**src/rtl/fpadd_pkg.sv**
```systemverilog
package fpadd_pkg;

  localparam int WORD_W = 32;
  localparam int EXP_W  = 8;
  localparam int FRAC_W = 23;
  localparam int MANT_W = FRAC_W + 1;         // with hidden bit
  localparam int EXT_W  = MANT_W + 3;         // plus guard, round, sticky
  localparam int SUM_W  = EXT_W + 1;          // plus carry
  localparam int NEXP_W = EXP_W + 2;          // signed exponent headroom
  localparam int ALN_W  = EXT_W + MANT_W;     // alignment shifter width
  localparam int SH_W   = 5;                  // alignment shift amount bits
  localparam int LZ_W   = 5;                  // leading-zero count bits
  localparam logic [EXP_W-1:0] EXP_MAX = '1;

  typedef struct packed {
    logic              sign;
    logic              eff_sub;
    logic [EXP_W-1:0]  exp_big;
    logic [EXP_W-1:0]  diff;
    logic [MANT_W-1:0] m_big;
    logic [MANT_W-1:0] m_small;
  } unpk_t;

  typedef struct packed {
    logic              sign;
    logic              eff_sub;
    logic [EXP_W-1:0]  exp_big;
    logic [EXT_W-1:0]  m_big;
    logic [EXT_W-1:0]  m_small;
  } algn_t;

  typedef struct packed {
    logic              sign;
    logic [EXP_W-1:0]  exp_big;
    logic [SUM_W-1:0]  sum;
  } sum_t;

  typedef struct packed {
    logic                     sign;
    logic                     zero;
    logic                     tiny;
    logic signed [NEXP_W-1:0] exp;
    logic [EXT_W-1:0]         mant;
  } norm_t;

  function automatic logic [LZ_W-1:0] lead_zeros(input logic [EXT_W-1:0] v);
    logic [LZ_W-1:0] n;
    n = LZ_W'(EXT_W);
    for (int i = 0; i < EXT_W; i++) begin
      if (v[i]) n = LZ_W'(EXT_W - 1 - i);
    end
    return n;
  endfunction

endpackage

```
**src/rtl/fpadd_slice.sv**
```systemverilog
module fpadd_slice #(
  parameter int unsigned W     = 8,
  parameter int unsigned DEPTH = 1
) (
  input  logic         clk,
  input  logic         rst_n,
  input  logic         vld_i,
  input  logic [W-1:0] dat_i,
  output logic         vld_o,
  output logic [W-1:0] dat_o
);

  generate
    if (DEPTH == 0) begin : g_wire
      assign vld_o = vld_i;
      assign dat_o = dat_i;
    end else begin : g_regs
      logic [DEPTH-1:0] v_q;
      logic [W-1:0]     d_q [DEPTH];

      for (genvar k = 0; k < DEPTH; k++) begin : g_lvl
        logic         v_in;
        logic [W-1:0] d_in;
        if (k == 0) begin : g_first
          assign v_in = vld_i;
          assign d_in = dat_i;
        end else begin : g_next
          assign v_in = v_q[k-1];
          assign d_in = d_q[k-1];
        end

        always_ff @(posedge clk or negedge rst_n) begin
          if (!rst_n) v_q[k] <= 1'b0;
          else        v_q[k] <= v_in;
        end

        // data is loaded only for live slots; bubbles do not toggle it
        always_ff @(posedge clk) begin
          if (v_in) d_q[k] <= d_in;
        end
      end

      assign vld_o = v_q[DEPTH-1];
      assign dat_o = d_q[DEPTH-1];
    end
  endgenerate

endmodule

```
**src/rtl/fpadd_unpack.sv**
```systemverilog
module fpadd_unpack
  import fpadd_pkg::*;
(
  input  logic              clk,
  input  logic              rst_n,
  input  logic              vld_i,
  input  logic [WORD_W-1:0] op_a,
  input  logic [WORD_W-1:0] op_b,
  input  logic              sub_i,
  output unpk_t             res_o
);

  logic [EXP_W-1:0]  ea, eb;
  logic [MANT_W-1:0] ma, mb;
  logic              sa, sb, a_big;

  always_comb begin
    ea = op_a[WORD_W-2 -: EXP_W];
    eb = op_b[WORD_W-2 -: EXP_W];
    // zero exponent field: treated as zero, hidden bit not restored
    ma = (ea == '0) ? '0 : {1'b1, op_a[FRAC_W-1:0]};
    mb = (eb == '0) ? '0 : {1'b1, op_b[FRAC_W-1:0]};
    sa = op_a[WORD_W-1];
    sb = op_b[WORD_W-1] ^ sub_i;
    a_big = {ea, ma} >= {eb, mb};

    res_o.sign    = a_big ? sa : sb;
    res_o.eff_sub = sa ^ sb;
    res_o.exp_big = a_big ? ea : eb;
    res_o.m_big   = a_big ? ma : mb;
    res_o.m_small = a_big ? mb : ma;
    res_o.diff    = a_big ? (ea - eb) : (eb - ea);
  end

  AST_SIGN_KEEP: assert property (@(posedge clk) disable iff (!rst_n)
    (vld_i && !res_o.eff_sub && op_a[WORD_W-2 -: EXP_W] != '0) |-> (res_o.sign == op_a[WORD_W-1]));

  AST_ZERO_ORDER: assert property (@(posedge clk) disable iff (!rst_n)
    (vld_i && !res_o.m_big[MANT_W-1]) |-> (res_o.m_small == '0));

endmodule

```
**src/rtl/fpadd_norm.sv**
```systemverilog
module fpadd_norm
  import fpadd_pkg::*;
(
  input  logic  clk,
  input  logic  rst_n,
  input  logic  vld_i,
  input  sum_t  sum_i,
  output norm_t nrm_o
);

  logic [LZ_W-1:0]          lz;
  logic signed [NEXP_W-1:0] e_base, e_n;

  always_comb begin
    e_base = signed'({2'b00, sum_i.exp_big});
    lz     = lead_zeros(sum_i.sum[EXT_W-1:0]);
    if (sum_i.sum[SUM_W-1]) begin
      // carry out of the add: shift right one, fold the lost bit into sticky
      nrm_o.mant = {sum_i.sum[SUM_W-1:2], sum_i.sum[1] | sum_i.sum[0]};
      e_n        = e_base + NEXP_W'(1);
    end else begin
      nrm_o.mant = sum_i.sum[EXT_W-1:0] << lz;
      e_n        = e_base - signed'({{(NEXP_W-LZ_W){1'b0}}, lz});
    end
    nrm_o.exp  = e_n;
    nrm_o.sign = sum_i.sign;
    nrm_o.zero = (sum_i.sum == '0);
    nrm_o.tiny = (sum_i.sum != '0) && (e_n <= NEXP_W'(0));
  end

  AST_NORM_LEAD: assert property (@(posedge clk) disable iff (!rst_n)
    (vld_i && !nrm_o.zero) |-> nrm_o.mant[EXT_W-1]);

endmodule

```
**src/rtl/fpadd_round.sv**
```systemverilog
module fpadd_round
  import fpadd_pkg::*;
(
  input  logic              clk,
  input  logic              rst_n,
  input  logic              vld_i,
  input  norm_t             nrm_i,
  output logic [WORD_W-1:0] res_o
);

  logic                     lsb, grd, rest, up;
  logic [MANT_W:0]          m_r;
  logic [FRAC_W-1:0]        frac;
  logic signed [NEXP_W-1:0] e_r;

  always_comb begin
    lsb  = nrm_i.mant[3];
    grd  = nrm_i.mant[2];
    rest = nrm_i.mant[1] | nrm_i.mant[0];
    up   = grd & (rest | lsb);
    m_r  = {1'b0, nrm_i.mant[EXT_W-1:3]} + (MANT_W+1)'(up);
    if (m_r[MANT_W]) begin
      frac = m_r[FRAC_W:1];
      e_r  = nrm_i.exp + NEXP_W'(1);
    end else begin
      frac = m_r[FRAC_W-1:0];
      e_r  = nrm_i.exp;
    end

    if (nrm_i.zero)
      res_o = '0;
    else if (nrm_i.tiny)
      res_o = {nrm_i.sign, {(WORD_W-1){1'b0}}};
    else if (e_r >= signed'({2'b00, EXP_MAX}))
      res_o = {nrm_i.sign, EXP_MAX, {FRAC_W{1'b0}}};
    else
      res_o = {nrm_i.sign, e_r[EXP_W-1:0], frac};
  end

  AST_INF_CLEAN: assert property (@(posedge clk) disable iff (!rst_n)
    (vld_i && res_o[WORD_W-2 -: EXP_W] == EXP_MAX) |-> (res_o[FRAC_W-1:0] == '0));

  AST_ZERO_PLUS: assert property (@(posedge clk) disable iff (!rst_n)
    (vld_i && nrm_i.zero) |-> (res_o == '0));

endmodule

```
**src/rtl/fpadd_pipe.sv**
```systemverilog
module fpadd_pipe
  import fpadd_pkg::*;
#(
  parameter int unsigned ST_UNPACK = 1,
  parameter int unsigned ST_ALIGN  = 1,
  parameter int unsigned ST_ADDSUB = 1,
  parameter int unsigned ST_NORM   = 1,
  parameter int unsigned ST_ROUND  = 2
) (
  input  logic              clk,
  input  logic              rst_n,
  input  logic              in_valid,
  input  logic              in_sub,
  input  logic [WORD_W-1:0] in_a,
  input  logic [WORD_W-1:0] in_b,
  output logic              out_valid,
  output logic [WORD_W-1:0] out_res
);

  localparam int unsigned LATENCY = ST_UNPACK + ST_ALIGN + ST_ADDSUB + ST_NORM + ST_ROUND;
  localparam int unsigned CNT_W   = $clog2(LATENCY + 2) + 1;

  unpk_t             up_c, up_q;
  algn_t             al_c, al_q;
  sum_t              sm_c, sm_q;
  norm_t             nm_c, nm_q;
  logic [WORD_W-1:0] rd_c;
  logic              up_v, al_v, sm_v, nm_v;

  // stage 1: unpack, order by magnitude
  fpadd_unpack u_unpack (
    .clk, .rst_n, .vld_i(in_valid), .op_a(in_a), .op_b(in_b), .sub_i(in_sub), .res_o(up_c)
  );
  fpadd_slice #(.W($bits(unpk_t)), .DEPTH(ST_UNPACK)) u_sl_unpack (
    .clk, .rst_n, .vld_i(in_valid), .dat_i(up_c), .vld_o(up_v), .dat_o(up_q)
  );

  // stage 2: align smaller mantissa, collapse lost bits into sticky
  logic [SH_W-1:0]  shamt;
  logic [ALN_W-1:0] wide;

  always_comb begin
    shamt = (up_q.diff > EXP_W'(2**SH_W - 1)) ? SH_W'(2**SH_W - 1) : up_q.diff[SH_W-1:0];
    wide  = {up_q.m_small, {EXT_W{1'b0}}} >> shamt;
    al_c.sign    = up_q.sign;
    al_c.eff_sub = up_q.eff_sub;
    al_c.exp_big = up_q.exp_big;
    al_c.m_big   = {up_q.m_big, 3'b000};
    al_c.m_small = {wide[ALN_W-1 -: EXT_W-1], |wide[ALN_W-EXT_W:0]};
  end

  fpadd_slice #(.W($bits(algn_t)), .DEPTH(ST_ALIGN)) u_sl_align (
    .clk, .rst_n, .vld_i(up_v), .dat_i(al_c), .vld_o(al_v), .dat_o(al_q)
  );

  // stage 3: fixed-point add or subtract
  always_comb begin
    sm_c.sign    = al_q.sign;
    sm_c.exp_big = al_q.exp_big;
    sm_c.sum     = al_q.eff_sub ? ({1'b0, al_q.m_big} - {1'b0, al_q.m_small})
                                : ({1'b0, al_q.m_big} + {1'b0, al_q.m_small});
  end

  AST_SUB_ORDER: assert property (@(posedge clk) disable iff (!rst_n)
    (al_v && al_q.eff_sub) |-> (al_q.m_big >= al_q.m_small));

  fpadd_slice #(.W($bits(sum_t)), .DEPTH(ST_ADDSUB)) u_sl_addsub (
    .clk, .rst_n, .vld_i(al_v), .dat_i(sm_c), .vld_o(sm_v), .dat_o(sm_q)
  );

  // stage 4: leading-one search and normalisation
  fpadd_norm u_norm (
    .clk, .rst_n, .vld_i(sm_v), .sum_i(sm_q), .nrm_o(nm_c)
  );
  fpadd_slice #(.W($bits(norm_t)), .DEPTH(ST_NORM)) u_sl_norm (
    .clk, .rst_n, .vld_i(sm_v), .dat_i(nm_c), .vld_o(nm_v), .dat_o(nm_q)
  );

  // stage 5: round to nearest even, renormalise, overflow
  fpadd_round u_round (
    .clk, .rst_n, .vld_i(nm_v), .nrm_i(nm_q), .res_o(rd_c)
  );
  fpadd_slice #(.W(WORD_W), .DEPTH(ST_ROUND)) u_sl_round (
    .clk, .rst_n, .vld_i(nm_v), .dat_i(rd_c), .vld_o(out_valid), .dat_o(out_res)
  );

  // occupancy tracker for the latency check
  logic [CNT_W-1:0] in_flight;
  always_ff @(posedge clk or negedge rst_n) begin
    if (!rst_n) in_flight <= '0;
    else        in_flight <= in_flight + CNT_W'(in_valid) - CNT_W'(out_valid);
  end

  AST_INFLIGHT_BOUND: assert property (@(posedge clk) disable iff (!rst_n)
    in_flight <= CNT_W'(LATENCY));

  AST_NO_GHOST: assert property (@(posedge clk) disable iff (!rst_n)
    (out_valid && !in_valid) |-> (in_flight != '0));

endmodule

```
**config.mk**
```make
export PLATFORM = sky130hd
export DESIGN_NAME = fpadd_pipe
export DESIGN_NICKNAME = d
export VERILOG_FILES = /design/src/rtl/fpadd_pkg.sv /design/src/rtl/fpadd_slice.sv /design/src/rtl/fpadd_unpack.sv /design/src/rtl/fpadd_norm.sv /design/src/rtl/fpadd_round.sv /design/src/rtl/fpadd_pipe.sv
export SDC_FILE = /design/constraint.sdc
export NUM_CORES = 1
export LEC_CHECK = 0
export BUFFER_PORTS_ARGS = -buffer_cell sky130_fd_sc_hd__buf_2
export CORE_MARGIN = 1.5
export CORE_UTILIZATION = 55
export CTS_CLUSTER_SIZE = 8
export DETAILED_ROUTE_END_ITERATION = 8
export PLACE_DENSITY = 0.79
export SLEW_MARGIN = 30
export SYNTH_ARGS = -nofsm -noshare
export SYNTH_HDL_FRONTEND = slang
export SYNTH_SLANG_ARGS = --single-unit
export TNS_END_PERCENT = 5
```
**constraint.sdc**
```tcl
create_clock -name clk -period 7.5 [get_ports clk]
set_input_delay 0.75 -clock clk [delete_from_list [all_inputs] [get_ports clk]]
set_output_delay 0.75 -clock clk [all_outputs]
set_load 0.005 [all_outputs]
```
==> metrics.cfg <==
[power_and_ir_drop]
pwr-share-seq_pct=42.0
switching_power_mw=1.58
power_mw=5.06
power.density_nw_per_um2=258
vdd_drop_max_mv=0.134
clkPwrFrac_pct=31.0
swShare_pct=31.3
comb_power_share_pct=27.0
power.internal_mw=3.48
power_leakage_nw=7.84

[setup_path]
cp_max_fo=48
worst_path_max_delay_cell=nand2_1
crit_required_ps=7730
cp.arrival_ps=4890
path_class=in -> reg
cp-end-kind=register
crit_chain=buf_2 > nor4_1 > nand2_1 > and2_1 > ha_1 > a21o_1 > a21o_1 > a221oi_1 > a2111o_1 > a31oi_1 > o311ai_1 > nand2_1 > buf_4 > nand2_1 > o21ai_0
critPathLaunchType=input pin
cpPeakStageDelay_ps=490
critical_path.most_common_cell=nand2_1
crit_family=simple AND/OR/NAND/NOR gates
critPathBufInv=2

[synth]
syn_nets=1921
postSynth.asyncResetShare_pct=2.19
synth-compound-area-share_pct=14.2
synth_edf_count=268
synth_ff_type=edfxtp_1
yosysWarnings=0
synthXorXnorAreaFrac_pct=3.32
ys_types=93
synth-seq-cells=274
synthSimpleGateAreaFrac_pct=15.2
ys_seq_area_share_pct=45.7
syn-cell-area_um2=17900
synth_adder_area_share_pct=7.22
synthMuxAreaShare_pct=8.36
synth_top_family_by_area=simple AND/OR/NAND/NOR gates
avgSynthCellArea_um2=10.2
synth_cells=1752

[global_route]
antenna_found_initial=0
grt_overflow=0
grt_pass1_vias=13091
grt_use_total_pct=24.8
grt_pass1_wl_mm=67.2
grt_max_degree=68

[sta]
max_freq_mhz=215
slew_violations=0
final.setup_skew_ps=22.0
max_slew_margin_pct=41.6
setup_viol=0
setup-tns-final_ps=0
fin_crit_sh_pct=62.2
hold_viol=0
worst_pin_slew_ps=869
rsz0062_at_grt=no
finalCriticalPeriod_ps=4660

[routing]
drtAntennaViolNets=0
drc=0
dr.pass1.iters=5
via_per_inst=6.00
drt_iter0_drc=898
wl_mm=41.2
wl_per_cell_um=18.4
vias=13400

[flow_run]
maxCapViolCount=0

[die]
die-area_um2=33700
initial_core_util_pct=56.4
core-area_um2=31800
rows=65
io_pins=101
die_w_um=184
die_height_um=184

[finish]
stdcell_area_um2=19600
final_cell_mix=edfxtp_1 (268), nand2_1 (180), mux2i_1 (128), nor2_1 (112), o21ai_0 (110)
area_growth_pct=9.21
finalNetCount=1957
antenna_cells_inserted=0
mostFrequentLayoutCell=edfxtp_1
drive_above_1_share_pct=12.5

[run_status]
outcome=complete, no violations

[place]
place_congestion=0.961
hpwlAfterDp_mm=31.2
placed_area_um2=18500
io_buffers=100

[clock_tree]
clkLatencyLatePin_ps=520
cts-root-buf=clkbuf_16
cts_sinks=274
clockBufferDepth=3
post_cts_buffers=0
cts_resized=0
cts_tree=yes
ctsHoldBuffers=0
cts_buffers=40
cts_max_level=2
clkSlewWorstSetupHoldPaths_ps=50

[min_path]
hp-class=in -> async

Yosys cell counts (6+ instances only):
| library cell | n | area (um2) |
|---|---|---|
| edfxtp_1 | 268 | 8050 |
| nand2_1 | 180 | 676 |
| mux2i_1 | 128 | 1280 |
| nor2_1 | 113 | 424 |
| o21ai_0 | 110 | 551 |
| a21oi_1 | 101 | 505 |
| inv_1 | 98 | 368 |
| ha_1 | 97 | 1210 |
| clkbuf_1 | 54 | 203 |
| xnor2_1 | 39 | 342 |
| nor3_1 | 38 | 190 |
| buf_4 | 35 | 263 |
| and2_1 | 31 | 194 |
| xor2_1 | 29 | 254 |
| nand3_1 | 28 | 140 |
| a21o_1 | 20 | 150 |
| buf_2 | 19 | 95.1 |
| nand2b_1 | 19 | 119 |
| nand4_1 | 19 | 119 |
| nor4_1 | 19 | 119 |
| or3_1 | 19 | 119 |
| a31oi_1 | 15 | 93.8 |
| and3_1 | 15 | 93.8 |
| mux2_2 | 14 | 158 |
| nor2b_1 | 13 | 81.3 |
| a211oi_1 | 12 | 90.1 |
| o211ai_1 | 12 | 90.1 |
| o22ai_1 | 12 | 75.1 |
| o31ai_1 | 11 | 82.6 |
| nor3_2 | 10 | 100 |
| o21a_1 | 10 | 75.1 |
| buf_1 | 8 | 30.0 |
| o21bai_1 | 8 | 60.1 |
| a221oi_1 | 7 | 61.3 |
| a22o_1 | 6 | 52.6 |
| dfrtp_1 | 6 | 150 |
metal layers:
metal,part of all wire [%],global-route usage (%)
met4,2.9,9.11
met1,43,32.5
met2,48,42.3
met3,5.4,3.05
met5,0,0
layout make-up:
cell class | instances | area, um2
Clock buffer | 52 | 1070
Tap cell | 435 | 544
Fill cell | 2548 | 12200
Timing Repair Buffer | 117 | 648
Sequential cell | 274 | 8200
Inverter | 101 | 379
Clock inverter | 2 | 25.0
Multi-Input combinational cell | 1254 | 8710
power by group through the flow:
| stage | clock network [mW] | registers [mW] | logic [mW] |
|---|---|---|---|
| final | 1.57 | 2.13 | 1.37 |
| after global routing | 1.66 | 2.15 | 1.50 |
| after CTS | 1.60 | 2.12 | 1.35 |
| after detailed placement | 0 | 2.15 | 1.34 |
| after global placement | 0 | 2.14 | 1.32 |
| after floorplan | 0 | 2.07 | 1.05 |
cell families (layout without fill, tap and decap cells):
family / after synthesis / in the layout
muxes: 145 / 145
AOI/OAI and AO/OA: 396 / 396
adders and majority gates: 101 / 101
and+or+nand+nor: 544 / 544
DFF: 274 / 274
xor gates and xnor gates: 68 / 68
buffers and inverters: 224 / 272
path summary, 6_finish.rpt:
kind                                               start                             to  slack, ps  cells after the start
max reg2reg                u_sl_addsub.g_regs.d_q[0][23]    u_sl_norm.g_regs.d_q[0][37]       3050                     12
min                                                rst_n               u_sl_round.vld_o         50                      1
max                                             in_a[25]  u_sl_unpack.g_regs.d_q[0][31]       2840                     15
min in group clk            u_sl_align.g_regs.d_q[0][51]  u_sl_addsub.g_regs.d_q[0][28]        410                      0
max in group asynchronous                          rst_n              u_sl_unpack.vld_o       7290                      1
min reg2reg                 u_sl_align.g_regs.d_q[0][51]  u_sl_addsub.g_regs.d_q[0][28]        410                      0
state kept, by name, indices dropped and copies added, names as in the netlist:
signal	count
u_sl_addsub.g_regs.d_q	37
u_sl_unpack.vld_o	1
u_sl_unpack.g_regs.d_q	66
u_sl_round.vld_o	1
u_sl_round.g_regs.g_lvl.v_in	1
u_sl_align.g_regs.d_q	61
u_sl_norm.g_regs.d_q	40
u_sl_align.vld_o	1
u_sl_round.g_regs.d_q	64
u_sl_norm.vld_o	1
u_sl_addsub.vld_o	1
per-stage QoR:
stage | hold slack, ps | setup WS [ps] | utilization, % | std cells
global placement | 401 | 2190 | 58.0 | 2180
finish | 49.4 | 2840 | 61.6 | 2235
detailed placement | 405 | 2390 | 58.1 | 2181
CTS | 38.9 | 2930 | 61.6 | 2235
global route | 52.6 | 2550 | 61.6 | 2235
floorplan | 400 | 3380 | - | 1752
Power figures use the tool's default switching activity.
